**src/rtl/rar_pkg.sv**
```systemverilog
package rar_pkg;
  localparam int unsigned NUM_RULES = 6;

  typedef enum logic [2:0] {
    RL_RXD_INFO = 3'd0,
    RL_RXS_INFO = 3'd1,
    RL_TXS_INFO = 3'd2,
    RL_DROP     = 3'd3,
    RL_CSR      = 3'd4,
    RL_ANEXP    = 3'd5
  } rule_e;

  // minimum separation per rule, in ns
  function automatic int unsigned rule_ns(input int unsigned r);
    case (r)
      0, 1, 2: return 135;
      3:       return 180;
      default: return 45;
    endcase
  endfunction

  function automatic int unsigned ns_to_cyc(input int unsigned ns, input int unsigned cyc);
    return (ns + cyc - 1) / cyc;
  endfunction
endpackage

```
**src/rtl/rar_decode.sv**
```systemverilog
module rar_decode
  import rar_pkg::*;
#(
  parameter int unsigned    AW       = 8,
  parameter logic [AW-1:0]  A_RXD    = 8'h00,
  parameter logic [AW-1:0]  A_RXS    = 8'h10,
  parameter logic [AW-1:0]  A_TXS    = 8'h12,
  parameter logic [AW-1:0]  A_RXINFO = 8'h1f,
  parameter logic [AW-1:0]  A_TXINFO = 8'h20,
  parameter logic [AW-1:0]  A_DROP   = 8'h21,
  parameter logic [AW-1:0]  A_CSRD   = 8'h29,
  parameter logic [AW-1:0]  A_CSRC   = 8'h28,
  parameter logic [AW-1:0]  A_ANEXP  = 8'h30
) (
  input  logic [AW-1:0]        addr_i,
  output logic [NUM_RULES-1:0] src_o,
  output logic [NUM_RULES-1:0] tgt_o
);
  always_comb begin
    src_o = '0;
    tgt_o = '0;
    src_o[RL_RXD_INFO] = (addr_i == A_RXD);
    src_o[RL_RXS_INFO] = (addr_i == A_RXS);
    src_o[RL_TXS_INFO] = (addr_i == A_TXS);
    src_o[RL_DROP]     = (addr_i == A_DROP);
    src_o[RL_CSR]      = (addr_i == A_CSRD);
    src_o[RL_ANEXP]    = (addr_i == A_ANEXP);
    tgt_o[RL_RXD_INFO] = (addr_i == A_RXINFO);
    tgt_o[RL_RXS_INFO] = (addr_i == A_RXINFO);
    tgt_o[RL_TXS_INFO] = (addr_i == A_TXINFO);
    tgt_o[RL_DROP]     = (addr_i == A_DROP);
    tgt_o[RL_CSR]      = (addr_i == A_CSRC);
    tgt_o[RL_ANEXP]    = (addr_i == A_ANEXP);
  end
endmodule

```
**src/rtl/rar_timer.sv**
```systemverilog
module rar_timer #(
  parameter int unsigned CYCLES = 1,
  parameter int unsigned CNT_W  = 8
) (
  input  logic clk_i,
  input  logic rst_ni,
  input  logic arm_i,
  output logic busy_o
);
  logic [CNT_W-1:0] cnt_q;

  always_ff @(posedge clk_i or negedge rst_ni) begin
    if (!rst_ni)           cnt_q <= '0;
    else if (arm_i)        cnt_q <= CNT_W'(CYCLES);
    else if (cnt_q != '0)  cnt_q <= cnt_q - 1'b1;
  end

  assign busy_o = (cnt_q != '0);
endmodule

```
**src/rtl/rar_pacer.sv**
```systemverilog
module rar_pacer
  import rar_pkg::*;
#(
  parameter int unsigned    AW       = 8,
  parameter int unsigned    DW       = 32,
  parameter int unsigned    CYCLE_NS = 45,
  parameter logic [AW-1:0]  A_RXD    = 8'h00,
  parameter logic [AW-1:0]  A_RXS    = 8'h10,
  parameter logic [AW-1:0]  A_TXS    = 8'h12,
  parameter logic [AW-1:0]  A_RXINFO = 8'h1f,
  parameter logic [AW-1:0]  A_TXINFO = 8'h20,
  parameter logic [AW-1:0]  A_DROP   = 8'h21,
  parameter logic [AW-1:0]  A_CSRD   = 8'h29,
  parameter logic [AW-1:0]  A_CSRC   = 8'h28,
  parameter logic [AW-1:0]  A_ANEXP  = 8'h30,
  parameter logic [AW-1:0]  A_TEST   = 8'h19
) (
  input  logic          clk_i,
  input  logic          rst_ni,
  input  logic          mode_dummy_i,
  input  logic          csr_auto_i,
  input  logic          req_valid_i,
  input  logic          req_we_i,
  input  logic [AW-1:0] req_addr_i,
  input  logic [DW-1:0] req_wdata_i,
  output logic          req_ready_o,
  output logic          rsp_valid_o,
  output logic [DW-1:0] rsp_rdata_o,
  output logic          dev_valid_o,
  output logic          dev_we_o,
  output logic [AW-1:0] dev_addr_o,
  output logic [DW-1:0] dev_wdata_o,
  input  logic [DW-1:0] dev_rdata_i
);
  localparam int unsigned MAX_CYC = ns_to_cyc(180, CYCLE_NS);
  localparam int unsigned CNT_W   = $clog2(MAX_CYC + 1);

  logic [NUM_RULES-1:0] src_hit, tgt_hit, busy, arm, hold_vec;
  logic blocked, issue_rd;

  rar_decode #(
    .AW(AW), .A_RXD(A_RXD), .A_RXS(A_RXS), .A_TXS(A_TXS), .A_RXINFO(A_RXINFO),
    .A_TXINFO(A_TXINFO), .A_DROP(A_DROP), .A_CSRD(A_CSRD), .A_CSRC(A_CSRC),
    .A_ANEXP(A_ANEXP)
  ) u_dec (
    .addr_i(req_addr_i),
    .src_o (src_hit),
    .tgt_o (tgt_hit)
  );

  for (genvar r = 0; r < NUM_RULES; r++) begin : g_rule
    localparam int unsigned CYC = ns_to_cyc(rule_ns(r), CYCLE_NS);
    logic en;
    // CSR rule only live in auto-step mode
    if (r == int'(RL_CSR)) begin : g_gated
      assign en = csr_auto_i;
    end else begin : g_open
      assign en = 1'b1;
    end
    assign arm[r]      = issue_rd & src_hit[r] & en;
    assign hold_vec[r] = busy[r] & tgt_hit[r] & en;

    rar_timer #(.CYCLES(CYC), .CNT_W(CNT_W)) u_tmr (
      .clk_i (clk_i),
      .rst_ni(rst_ni),
      .arm_i (arm[r]),
      .busy_o(busy[r])
    );
  end

  assign blocked     = req_valid_i & ~req_we_i & (|hold_vec);
  assign issue_rd    = req_valid_i & ~req_we_i & ~blocked;
  assign req_ready_o = ~blocked;

  assign dev_valid_o = req_valid_i & (~blocked | mode_dummy_i);
  assign dev_we_o    = req_we_i;
  assign dev_addr_o  = blocked ? A_TEST : req_addr_i;
  assign dev_wdata_o = req_wdata_i;

  // filler read data is dropped: response only for accepted reads
  assign rsp_valid_o = issue_rd;
  assign rsp_rdata_o = dev_rdata_i;
endmodule

```
**config.mk**
```make
export PLATFORM = sky130hd
export DESIGN_NAME = rar_pacer
export DESIGN_NICKNAME = d
export VERILOG_FILES = /design/src/rtl/rar_pkg.sv /design/src/rtl/rar_decode.sv /design/src/rtl/rar_timer.sv /design/src/rtl/rar_pacer.sv
export SDC_FILE = /design/constraint.sdc
export NUM_CORES = 1
export LEC_CHECK = 0
export ABC_AREA = 1
export CORE_ASPECT_RATIO = 1.1
export CORE_UTILIZATION = 37
export CTS_CLUSTER_SIZE = 25
export DETAILED_ROUTE_END_ITERATION = 10
export HOLD_SLACK_MARGIN = 0.03
export PLACE_DENSITY = 0.86
export SYNTH_ARGS = -nofsm -noshare
export SYNTH_HDL_FRONTEND = slang
export SYNTH_HIERARCHICAL = 1
export SYNTH_SLANG_ARGS = --single-unit
```
**constraint.sdc**
```tcl
create_clock -name clk_i -period 4.9 [get_ports clk_i]
set_input_delay 0.98 -clock clk_i [delete_from_list [all_inputs] [get_ports clk_i]]
set_output_delay 0.98 -clock clk_i [all_outputs]
set_load 0.005 [all_outputs]
```
# After elaboration in Yosys (flattened, before gate mapping)
# Index checks and enable logic that the tools add are counted.
# op_classes
reduce_logical	14
bitwise_logic	21
n_mux	13
n_addsub	6
eq_ne	8
# ops
op	count
8-bit by 6-bit == test with 1-bit output, second input constant	5
3-bit 2-to-1 mux	12
8-bit by 5-bit == test with 1-bit output, second input constant	3
1-bit bitwise AND	18
3-bit nonzero test	6
3-bit by 1-bit subtractor with 3-bit output, second input constant	6
2-bit nonzero test	6
8-bit zero test	1
8-bit 2-to-1 mux	1
6-bit OR reduction	1
1-bit NOT	2
1-bit bitwise OR	1
# word_totals
input_bits	78
wordCells	68
output_inout_bits	76
reg_bits	18

# Longest topological paths before layout
# Gate-level depths: netlist of the first run.
# logic_depth
ltp_word	10
mapped_depth	13
mapped_depth_nobuf	12

# Cells and area by module
# Netlist of the first run, hierarchy kept.
# by_module_without_submodules
module	seq_area_each_um2	cells_each	area_per_inst_um2	instances
rar_pacer	0.0	111	794.5	1
rar_timer at g_rule[0].u_tmr ...	75.1	23	185.2	3
rar_timer at g_rule[4].u_tmr ...	75.1	22	167.7	2
rar_decode	0.0	42	183.9	1
rar_timer at g_rule[3].u_tmr	75.1	22	173.9	1

# Worst setup path after synthesis of the first run
# No wires, ideal clock.
# synth_timing
kind	input to output
start	input port req_addr_i[1]
end	output port dev_valid_o
stages	11
arrival_ns	1.896
slack_ns	2.024
required_ns	3.920
n_path_buf	1
cell_sequence	nor2_1 -> nand2_1 -> nor2_1 -> buf_4 -> nand2_1 -> nand2_1 -> nor2_4 -> nand2_4 -> nand3_2 -> nand2_1 -> inv_1
# synth_via
elab_cells_between_ends	17
classes_between	eq/ne: 5; bitwise: 11; reduce/logical: 1
# synth_rtl
element	line	source
start, declared	rar_pacer.sv:24	input logic [AW-1:0] req_addr_i,
8-bit by 6-bit == test with 1-bit output	n/a	
named net src_hit[5]	rar_pacer.sv:38	logic [NUM_RULES-1:0] src_hit, tgt_hit, busy, arm, hold_vec;
1-bit bitwise AND	rar_pacer.sv:61	assign hold_vec[r] = busy[r] & tgt_hit[r] & en;
6-bit OR reduction	rar_pacer.sv:71	assign blocked = req_valid_i & ~req_we_i & (|hold_vec);
1-bit bitwise AND	rar_pacer.sv:71	
1-bit NOT	rar_pacer.sv:75	assign dev_valid_o = req_valid_i & (~blocked | mode_dummy_i);
1-bit bitwise OR	rar_pacer.sv:75	
1-bit bitwise AND	rar_pacer.sv:75	
end, declared	rar_pacer.sv:29	output logic dev_valid_o,
# The timed path passes the listed nets, and every way through them passes these cells.

# Final worst setup path of the first run
# layout_timing
start	input port req_addr_i[1]
end	output port dev_addr_o[2]
# layout_via
elab_cells_between_ends	15
classes_between	eq/ne: 5; mux: 1; bitwise: 8; reduce/logical: 1
# layout_rtl
element	line	source
8-bit by 6-bit == test with 1-bit output	n/a	
named net src_hit[5]	rar_pacer.sv:38	
1-bit bitwise AND	rar_pacer.sv:61	
6-bit OR reduction	rar_pacer.sv:71	
1-bit bitwise AND	rar_pacer.sv:71	
8-bit 2-to-1 mux	rar_pacer.sv:77	assign dev_addr_o = blocked ? A_TEST : req_addr_i;
end, declared	rar_pacer.sv:31	output logic [AW-1:0] dev_addr_o,
# The timed path passes the listed nets, and every way through them passes these cells.

==> results of run 1 <==
## metal layers
layer	global-route usage [%]	wire length [µm]
met5	0	0
met4	9.02	149
met3	1.77	162
met2	19.3	1440
met1	13.4	1370
## how the worst min path moves through the flow
stage	end	slack (ns)	start
after floorplan	g_rule[4].u_tmr/cnt_q[0]$_DFFE_PN0P_	0.46	g_rule[4].u_tmr/cnt_q[0]$_DFFE_PN0P_
after global placement	g_rule[5].u_tmr/cnt_q[0]$_DFFE_PN0P_	0.48	g_rule[5].u_tmr/cnt_q[0]$_DFFE_PN0P_
after detailed placement	g_rule[5].u_tmr/cnt_q[0]$_DFFE_PN0P_	0.49	g_rule[5].u_tmr/cnt_q[0]$_DFFE_PN0P_
after CTS	g_rule[5].u_tmr/cnt_q[0]$_DFFE_PN0P_	0.50	g_rule[5].u_tmr/cnt_q[0]$_DFFE_PN0P_
after global routing	g_rule[5].u_tmr/cnt_q[0]$_DFFE_PN0P_	0.53	g_rule[5].u_tmr/cnt_q[0]$_DFFE_PN0P_
final	g_rule[5].u_tmr/cnt_q[0]$_DFFE_PN0P_	0.50	g_rule[5].u_tmr/cnt_q[0]$_DFFE_PN0P_
## worst max-delay path, delay by kind of cell
family	cells	cell delay, ns
AO/OA/AOI/OAI	1	0.15
buffers and inverters	2	1.08
AND/OR/NAND/NOR	7	0.72
## logic make-up (layout without fill, tap and decap cells)
group / after synthesis / after routing / share of synthesized area [%]
AOI/OAI and AO/OA: 5 / 5 / 2.76
buffers and inverters: 127 / 87 / 35.8
adders and majority gates: 12 / 12 / 7.35
and+or+nand+nor: 126 / 126 / 32.0
DFF: 18 / 18 / 22.0
## cell usage in the layout (no fill, tap or decap), types with 2 or more instances in the layout
| cell | Yosys | final |
|---|---|---|
| ha_1 | 12 | 12 |
| nand3_1 | 20 | 20 |
| dfrtp_1 | 18 | 18 |
| inv_1 | 46 | 46 |
| a21boi_2 | 5 | 5 |
| clkbuf_8 | 0 | 3 |
| nand4_1 | 2 | 2 |
| nor2_4 | 4 | 4 |
| inv_2 | 13 | 13 |
| clkdlybuf4s50_1 | 0 | 25 |
| nand2_1 | 53 | 53 |
| nand2_4 | 5 | 5 |
| nor2_2 | 11 | 11 |
| nand2_2 | 8 | 8 |
| nor2_1 | 20 | 20 |
## where the power goes
group | internal, mW | total [mW] | switching (mW)
Sequential | 0.232 | 0.272 | 0.0401
Combinational | 0.187 | 0.460 | 0.273
Clock | 0.0547 | 0.105 | 0.0505
Total | 0.474 | 0.837 | 0.363
## layout make-up
type	count	area, µm²	area share, %
Tap cell	75	93.8	4.89
Timing Repair Buffer	25	250	13.0
Sequential cell	18	450	23.5
Clock buffer	3	41.3	2.15
Multi-Input combinational cell	143	861	44.9
Inverter	59	221	11.5
==> metrics.yaml, run 1 <==
clock_latency_ns: 0.26
relSlewSlack_pct: 42.8
synth_async_sr_flop_share_pct: 100
io-pin-count: 154
worst_pin_slew_ns: 0.856
htreeDepth: 1
grtUsageTotal_pct: 11.7
dieArea_um2: 5820
drv_slew: 0
yosys_most_used_dff: "dfrtp_1"
final.fill_count: 553
coreArea_um2: 5360
path_cells: "clkdlybuf4s50_1 > nor2_1 > nand2_1 > nor2_1 > nand2_1 > nand2_1 > nor2_4 > nand2_4 > a21boi_2 > clkdlybuf4s50_1"
p_per_area_nw_per_um2: 436
n_antenna_cell: 0
numCtsBuffers: 3
fmax_mhz: 256
synth_area_leaders: "buf_4 (25%), dfrtp_1 (22%), nand2_1 (9.7%)"
place_inst: 320
synth_seq_cells: 18
crit_path_start: "req_addr_i[1]"
end_kind: "primary output"
syn2layout_area_growth_pct: -6.12
dp_slack_ns: 0.990
fin_skew_ns: 0.00474
antenna_found_initial: 0
fin_crit_ns: 3.91
crit_top_cell: "nand2_1"
tns_ns: 0
route.vias.total: 1328
finalSetupViolCount: 0
critPathKind: "in -> out"
avgSynthCellArea_um2: 7.09
seq_area_frac_synth_pct: 22.0
r2r_start: "g_rule[5].u_tmr/cnt_q[0]$_DFFE_PN0P_"
dr.pass1.iters: 4
required_ns: 3.92
crit_path_max_incr_delay_ns: 0.57
rows: 28
yosysTopAreaCell: "buf_4"
ctsRootBufferMaster: "clkbuf_8"
syn_inst: 288
hold_viol_final: 0
avgViaCountPerCell: 4.11
layout.nets: 340
instances_no_fill: 323
regMostFlops: "g_rule.u_tmr/cnt_q"
synth_top_cell_area_share_pct: 25.0
cts_tree: "yes"
gp_congestion: 0.810
fp.dieW_um: 72.9
die_h_um: 79.9
ir_drop_mv: 0.236
period_share_pct: 79.8
status: "complete, no violations"
drive_above_1_share_pct: 21.0
largest_registers: "g_rule.u_tmr/cnt_q (18)"
cts_sinks: 18
post_cts_resized: 0
start_util_pct: 38.1
fin_total_pwr_mw: 0.837
grt_pass1_vias: 1252
r2r-end: "g_rule[3].u_tmr/cnt_q[0]$_DFFE_PN0P_"
synth_edf_count: 0
yosysMostFrequentCell: "buf_4"
hold_ws_ns: 0.504
ys_types: 17
setup.worst_path.start_class: "primary input"
cts_buffer_depth: 2
syn_nets: 378
holdBufCountCts: 0
grt_max_degree: 19
routed_wl_um: 3120
setup_ws_ns: 0.991
io_buffer_count: 25
synth_commonest_cells: "buf_4 (68), nand2_1 (53), inv_1 (46), nand3_1 (20), nor2_1 (20)"
yosysWarnings: 6
cp_data_arrival_time_ns: 2.93
clk_pin_slew_ns: 0.07
r2r_cells: 12
remaining_drc_errors: 0
grt_setup_unrepaired: "false"
drtIter0Drc: 52
placed_area_um2: 1880
final_util_pct: 35.8
wl_per_cell_um: 9.65
crit_fanout: 7
hold_class: "reg -> reg"
cts_post_setup_buffers_inserted: 0
p_leak_nw: 1.02
largest_reg_flops: 18
worstSetupEndpoint: "dev_addr_o[2]"
r2r_slack_ns: 3.05
syn-cell-area_um2: 2040
dp_hpwl_um: 2570
overflow: 0
hold_depth: 2
maxCapViolations: 0
grt_pass1_wl_um: 5250
critPathSlowestCell: "clkdlybuf4s50_1"
detail-route-antenna-nets: 0
fin_area_um2: 1920
No activity file was read; power rests on OpenSTA's default activity.
==> run 2: changes to the inputs <==
--- a/config.mk
+++ b/config.mk
@@ -7,11 +7,11 @@
 export LEC_CHECK = 0
 export ABC_AREA = 1
 export CORE_ASPECT_RATIO = 1.1
-export CORE_UTILIZATION = 37
+export CORE_UTILIZATION = 31
 export CTS_CLUSTER_SIZE = 25
 export DETAILED_ROUTE_END_ITERATION = 10
 export HOLD_SLACK_MARGIN = 0.03
-export PLACE_DENSITY = 0.86
+export PLACE_DENSITY = 0.77
 export SYNTH_ARGS = -nofsm -noshare
 export SYNTH_HDL_FRONTEND = slang
 export SYNTH_HIERARCHICAL = 1
==> constraint.sdc (replaced) <==
create_clock -name clk_i -period 3.4 [get_ports clk_i]
set_input_delay 0.68 -clock clk_i [delete_from_list [all_inputs] [get_ports clk_i]]
set_output_delay 0.68 -clock clk_i [all_outputs]
set_load 0.005 [all_outputs]
==> run 2 against run 1 <==
Net effect:
- first-iteration DRC count decreased by 29%
- sequential power increased by 44%
- flip-flop and latch count did not move
- highest routed layer unchanged
==> metrics.yaml, run 2 (synthesized netlist as in run 1, its figures left out) <==
p_int_mw: 0.683  # +44%
hold_viol_final: 0  # unchanged
avgViaCountPerCell: 4.19  # +1.8%
p_comb_share_pct: 55.4  # +0.4 points
io-pin-count: 154  # unchanged
critPathSlowestCell: "clkdlybuf4s50_1"
relSlewSlack_pct: 41.4  # -1.3 points
final.fill_count: 644  # +16%
multi_input_area_um2: 868  # +0.87%
htreeDepth: 1  # unchanged
cp_data_arrival_time_ns: 2.58  # -0.35 ns
drtIter0Drc: 37  # -29%
clock_latency_ns: 0.25  # about the same
ir_drop_mv: 0.193  # -18%
cts_tree: "yes"
fmax_mhz: 306
rows: 30  # +7.1%
largest_reg_flops: 18  # unchanged
crit_path_max_incr_delay_ns: 0.49  # -0.08 ns
io_buffer_count: 25  # unchanged
cts_buffer_depth: 2  # unchanged
grt_max_degree: 19  # unchanged
largest_registers: "g_rule.u_tmr/cnt_q (18)"
drive_above_1_share_pct: 22.5  # +1.5 points
antenna_found_initial: 0  # unchanged
grt_pass1_vias: 1248  # -0.32%
regArea_um2: 450  # unchanged
finalSetupViolCount: 0  # unchanged
coreArea_um2: 6270  # +17%
layout_common_cells: "nand2_1 (53), inv_1 (46), nand3_1 (20), clkdlybuf4s50_1 (20), dfrtp_1 (18)"
critPathKind: "in -> out"
p_per_area_nw_per_um2: 621  # +42%
place_inst: 326  # +1.9%
placed_area_um2: 1890  # +0.73%
route.vias.total: 1377  # +3.7%
p_sw_mw: 0.529  # +46%
crit_buf_inv: 2  # unchanged
tns_ns: 0  # unchanged
fin_crit_ns: 3.26
crit_top_cell: "nand2_1"
hold_ws_ns: 0.496  # -0.00813 ns
crit_family: "buffers and inverters"
routed_wl_um: 3370  # +8.1%
cts_sinks: 18  # unchanged
die_h_um: 87.1  # +9.0%
detail-route-antenna-nets: 0  # unchanged
n_antenna_cell: 0  # unchanged
fin_area_um2: 1950  # +1.8%
cts_post_setup_buffers_inserted: 0  # unchanged
setup.worst_path.start_class: "primary input"
instances_no_fill: 329  # +1.9%
power_frac_clock_pct: 12.3  # -0.3 points
p_seq_share_pct: 32.3  # -0.2 points
grt_setup_unrepaired: "false"
gp_congestion: 0.812  # +0.21%
period_share_pct: 96.0
required_ns: 2.72  # -1.20 ns
regMostFlops: "g_rule.u_tmr/cnt_q"
fin_total_pwr_mw: 1.21  # +45%
final_common_cell: "nand2_1"
maxCapViolations: 0  # unchanged
grt_pass1_wl_um: 5340  # +1.7%
path_cells: "clkdlybuf4s50_1 > nor2_2 > nand2_1 > nor2_1 > nand2_1 > nand2_1 > nor2_4 > nand2_4 > nand2_4 > nand2_1 > clkdlybuf4s50_1"
p_leak_nw: 1.07  # +4.9%
swShare_pct: 43.6  # +0.26 points
ctsRootBufferMaster: "clkbuf_8"
fp.dieW_um: 79.4  # +9.0%
dr.pass1.iters: 4  # unchanged
end_kind: "primary output"
clk_pin_slew_ns: 0.07  # about the same
worst_pin_slew_ns: 0.876  # +0.0201 ns
overflow: 0  # unchanged
fin_skew_ns: 0.00630  # +0.00156 ns
hold_class: "reg -> reg"
syn2layout_area_growth_pct: -4.47
numCtsBuffers: 3  # unchanged
status: "complete, no violations"
layout.nets: 341  # +0.29%
dp_hpwl_um: 2750  # +6.8%
dieArea_um2: 6920  # +19%
remaining_drc_errors: 0  # unchanged
drv_slew: 0  # unchanged
grtUsageTotal_pct: 9.80  # -1.9 points
crit_fanout: 7  # unchanged
wl_per_cell_um: 10.2  # +6.1%
start_util_pct: 32.6  # -5.5 points
==> run 2: stage by stage <==
| stage | worst slack, ns | utilization (%) |
|---|---|---|
| after floorplan | 1.12 | - |
| after CTS | 0.0659 | 30.8 |
| after global placement | 0.109 | 30.2 |
| after global routing | 0.0206 | 31.1 |
| final | 0.136 | 31.1 |
| after detailed placement | 0.0642 | 30.2 |
==> run 2: path summary, 6_finish.rpt <==
| kind | end | startpoint | slack [ns] | cells after the start |
|---|---|---|---|---|
| min | g_rule[4].u_tmr/cnt_q[0]$_DFFE_PN0P_ | g_rule[4].u_tmr/cnt_q[0]$_DFFE_PN0P_ | 0.50 | 2 |
| max reg2reg | g_rule[3].u_tmr/cnt_q[0]$_DFFE_PN0P_ | g_rule[5].u_tmr/cnt_q[0]$_DFFE_PN0P_ | 1.48 | 13 |
| min in group asynchronous | g_rule[0].u_tmr/cnt_q[0]$_DFFE_PN0P_ | rst_ni | 0.92 | 1 |
| min reg2reg | g_rule[4].u_tmr/cnt_q[0]$_DFFE_PN0P_ | g_rule[4].u_tmr/cnt_q[0]$_DFFE_PN0P_ | 0.50 | 2 |
| max | dev_addr_o[0] | req_addr_i[2] | 0.14 | 11 |
| max in group asynchronous | g_rule[1].u_tmr/cnt_q[1]$_DFFE_PN0P_ | rst_ni | 1.94 | 1 |
==> run 2: timing repair <==
action                     CTS  global route
setup endpoints to repair    0            10
resized for setup            0             8
hold buffers                 0             0
==> run 2: layout make-up <==
cell class | instances | area share [%]
multi-input combinational | 143 | 44.5
sequential | 18 | 23.1
timing repair buffer | 26 | 13.8
inverter | 59 | 11.3
tap | 80 | 5.13
clock buffer | 3 | 2.12
==> run 2: layer usage <==
layer	global-route usage, %	wire [µm]	vias to the layer above
met4	5.12	106	0
li1	-	-	707
met5	0	0	-
met3	3.14	274	20
met2	15.8	1580	41
met1	11.6	1410	609
==> run 2: power groups by stage <==
stage	clock (mW)	combinational [mW]	sequential, mW
floorplan	0	0.599	0.383
global placement	0	0.639	0.390
detailed placement	0	0.685	0.395
CTS	0.156	0.686	0.392
global route	0.163	0.788	0.404
finish	0.149	0.672	0.391
==> run 2: tightest hold or removal path, stage by stage (launching register included) <==
cell and delay (ns):
dfrtp_1 0.34, nand2_1 0.05, nand3_1 0.07
==> run 3: changes to the inputs <==
--- a/config.mk
+++ b/config.mk
@@ -11,7 +11,7 @@
 export CTS_CLUSTER_SIZE = 25
 export DETAILED_ROUTE_END_ITERATION = 10
 export HOLD_SLACK_MARGIN = 0.03
-export PLACE_DENSITY = 0.77
+export PLACE_DENSITY = 0.82
 export SYNTH_ARGS = -nofsm -noshare
 export SYNTH_HDL_FRONTEND = slang
 export SYNTH_HIERARCHICAL = 1
==> run 3 against run 2 <==
Net effect:
- flip-flop and latch count did not move
- combinational power up 1%
- power rose by 1.4%
- critical endpoint unchanged
- final cell count stayed put
==> metrics.yaml, run 3 (synthesized netlist as in run 1, its figures left out) <==
overflow: 0  # unchanged
worst_pin_slew_ns: 0.859  # -0.0168 ns
gp_congestion: 0.776  # -4.4%
grt_max_degree: 19  # unchanged
regMostFlops: "g_rule.u_tmr/cnt_q"
relSlewSlack_pct: 42.6  # +1.1 points
cts_buffer_depth: 2  # unchanged
fmax_mhz: 310  # +1.1%
layout.nets: 341  # unchanged
routed_wl_um: 3550  # +5.3%
numCtsBuffers: 3  # unchanged
fp.dieW_um: 79.4  # unchanged
end_kind: "primary output"
tns_ns: 0  # unchanged
io-pin-count: 154  # unchanged
final_util_pct: 31.2  # +0.040 points
hold_class: "reg -> reg"
crit_fanout: 7  # unchanged
remaining_drc_errors: 0  # unchanged
drive_above_1_share_pct: 22.1  # -0.40 points
period_share_pct: 95.0  # -1.0 points
start_util_pct: 32.6  # unchanged
grtUsageTotal_pct: 11.0  # +1.2 points
fin_total_pwr_mw: 1.23  # +1.4%
htreeDepth: 1  # unchanged
cp_data_arrival_time_ns: 2.55  # -0.03 ns
antenna_found_initial: 0  # unchanged
cts_tree: "yes"
hold_viol_final: 0  # unchanged
layout_common_cells: "nand2_1 (53), inv_1 (46), nand3_1 (20)"
dp_hpwl_um: 2980  # +8.4%
setup.worst_path.start_class: "primary input"
coreArea_um2: 6270  # unchanged
drtIter0Drc: 40  # +8.1%
die_h_um: 87.1  # unchanged
syn2layout_area_growth_pct: -4.35
grt_pass1_vias: 1441  # +15%
final_common_cell: "nand2_1"
cts_sinks: 18  # unchanged
largest_registers: "g_rule.u_tmr/cnt_q (18)"
fin_crit_ns: 3.23  # -0.0343 ns
clock_latency_ns: 0.26  # about the same
p_per_area_nw_per_um2: 629  # +1.3%
grt_pass1_wl_um: 6020  # +13%
n_antenna_cell: 0  # unchanged
critPathKind: "in -> out"
status: "complete, no violations"
largest_reg_flops: 18  # unchanged
wl_per_cell_um: 10.8  # +5.3%
clk_pin_slew_ns: 0.07  # about the same
required_ns: 2.72  # about the same
finalSetupViolCount: 0  # unchanged
detail-route-antenna-nets: 0  # unchanged
dieArea_um2: 6920  # unchanged
route.vias.total: 1401  # +1.7%
dr.pass1.iters: 4  # unchanged
maxCapViolations: 0  # unchanged
cts_post_setup_buffers_inserted: 0  # unchanged
drv_slew: 0  # unchanged
p_leak_nw: 1.09  # +1.7%
avgViaCountPerCell: 4.26  # +1.7%
fin_skew_ns: 0.00303  # -0.00327 ns
grt_setup_unrepaired: "false"
holdBufCountCts: 0  # unchanged
io_buffer_count: 25  # unchanged
ir_drop_mv: 0.379  # +96%
ctsRootBufferMaster: "clkbuf_8"
rows: 30  # unchanged
## run 3: area by class of cell
class	instances	area (µm²)
Timing Repair Buffer	26	275
Multi-Input combinational cell	143	866
Tap cell	80	100
Inverter	59	221
Clock buffer	3	41.3
Sequential cell	18	450
Fill cell	655	4310
## run 3: where the power goes
group / switching [mW] / internal, mW
registers: 0.0585 / 0.334
clock network: 0.0761 / 0.0789
logic: 0.412 / 0.270
total: 0.546 / 0.683
## run 3: per-layer routing
layer / part of all wire [%] / GRT usage (%)
met2: 52 / 20.6
met4: 1.2 / 5.12
met3: 5.8 / 2.09
met5: 0 / 0
met1: 41 / 11.8
## run 3: worst paths after layout
kind | depth (start not counted) | slack, ns | start | to
setup / recovery | 11 | 0.17 | req_addr_i[7] | dev_addr_o[0]
hold / removal | 2 | 0.50 | g_rule[5].u_tmr/cnt_q[0]$_DFFE_PN0P_ | g_rule[5].u_tmr/cnt_q[0]$_DFFE_PN0P_
setup reg to reg | 13 | 1.47 | g_rule[4].u_tmr/cnt_q[0]$_DFFE_PN0P_ | g_rule[3].u_tmr/cnt_q[1]$_DFFE_PN0P_
hold reg to reg | 2 | 0.50 | g_rule[5].u_tmr/cnt_q[0]$_DFFE_PN0P_ | g_rule[5].u_tmr/cnt_q[0]$_DFFE_PN0P_
max in group asynchronous | 1 | 1.96 | rst_ni | g_rule[2].u_tmr/cnt_q[2]$_DFFE_PN0P_
min in group asynchronous | 1 | 0.91 | rst_ni | g_rule[3].u_tmr/cnt_q[0]$_DFFE_PN0P_
## run 3: repair_timing
item,in CTS,in global routing
gates resized for setup,0,9
endpoints found under the setup margin,0,9
hold endpoints to repair,0,0
## run 3: per-stage QoR
step	cell area, µm²	worst slack, ns	cells	hold WS [ns]
2_1_floorplan	2040	1.12	288	0.384
3_3_place_gp	1890	0.0485	326	0.475
3_5_place_dp	1890	0.0186	326	0.485
4_1_cts	1930	0.00694	329	0.506
5_1_grt	1950	0.0217	329	0.545
6_report	1950	0.171	329	0.501
## run 3: worst max-delay path, stage by stage
cell and delay (ns):
clkdlybuf4s50_1 0.45, nor2_4 0.13, nand2_2 0.09, nor2_1 0.11, nand2_1 0.10, nor2_4 0.11, nor2_4 0.05, nand2_4 0.14
nand2_4 0.07, nand2_1 0.09, clkdlybuf4s50_1 0.52
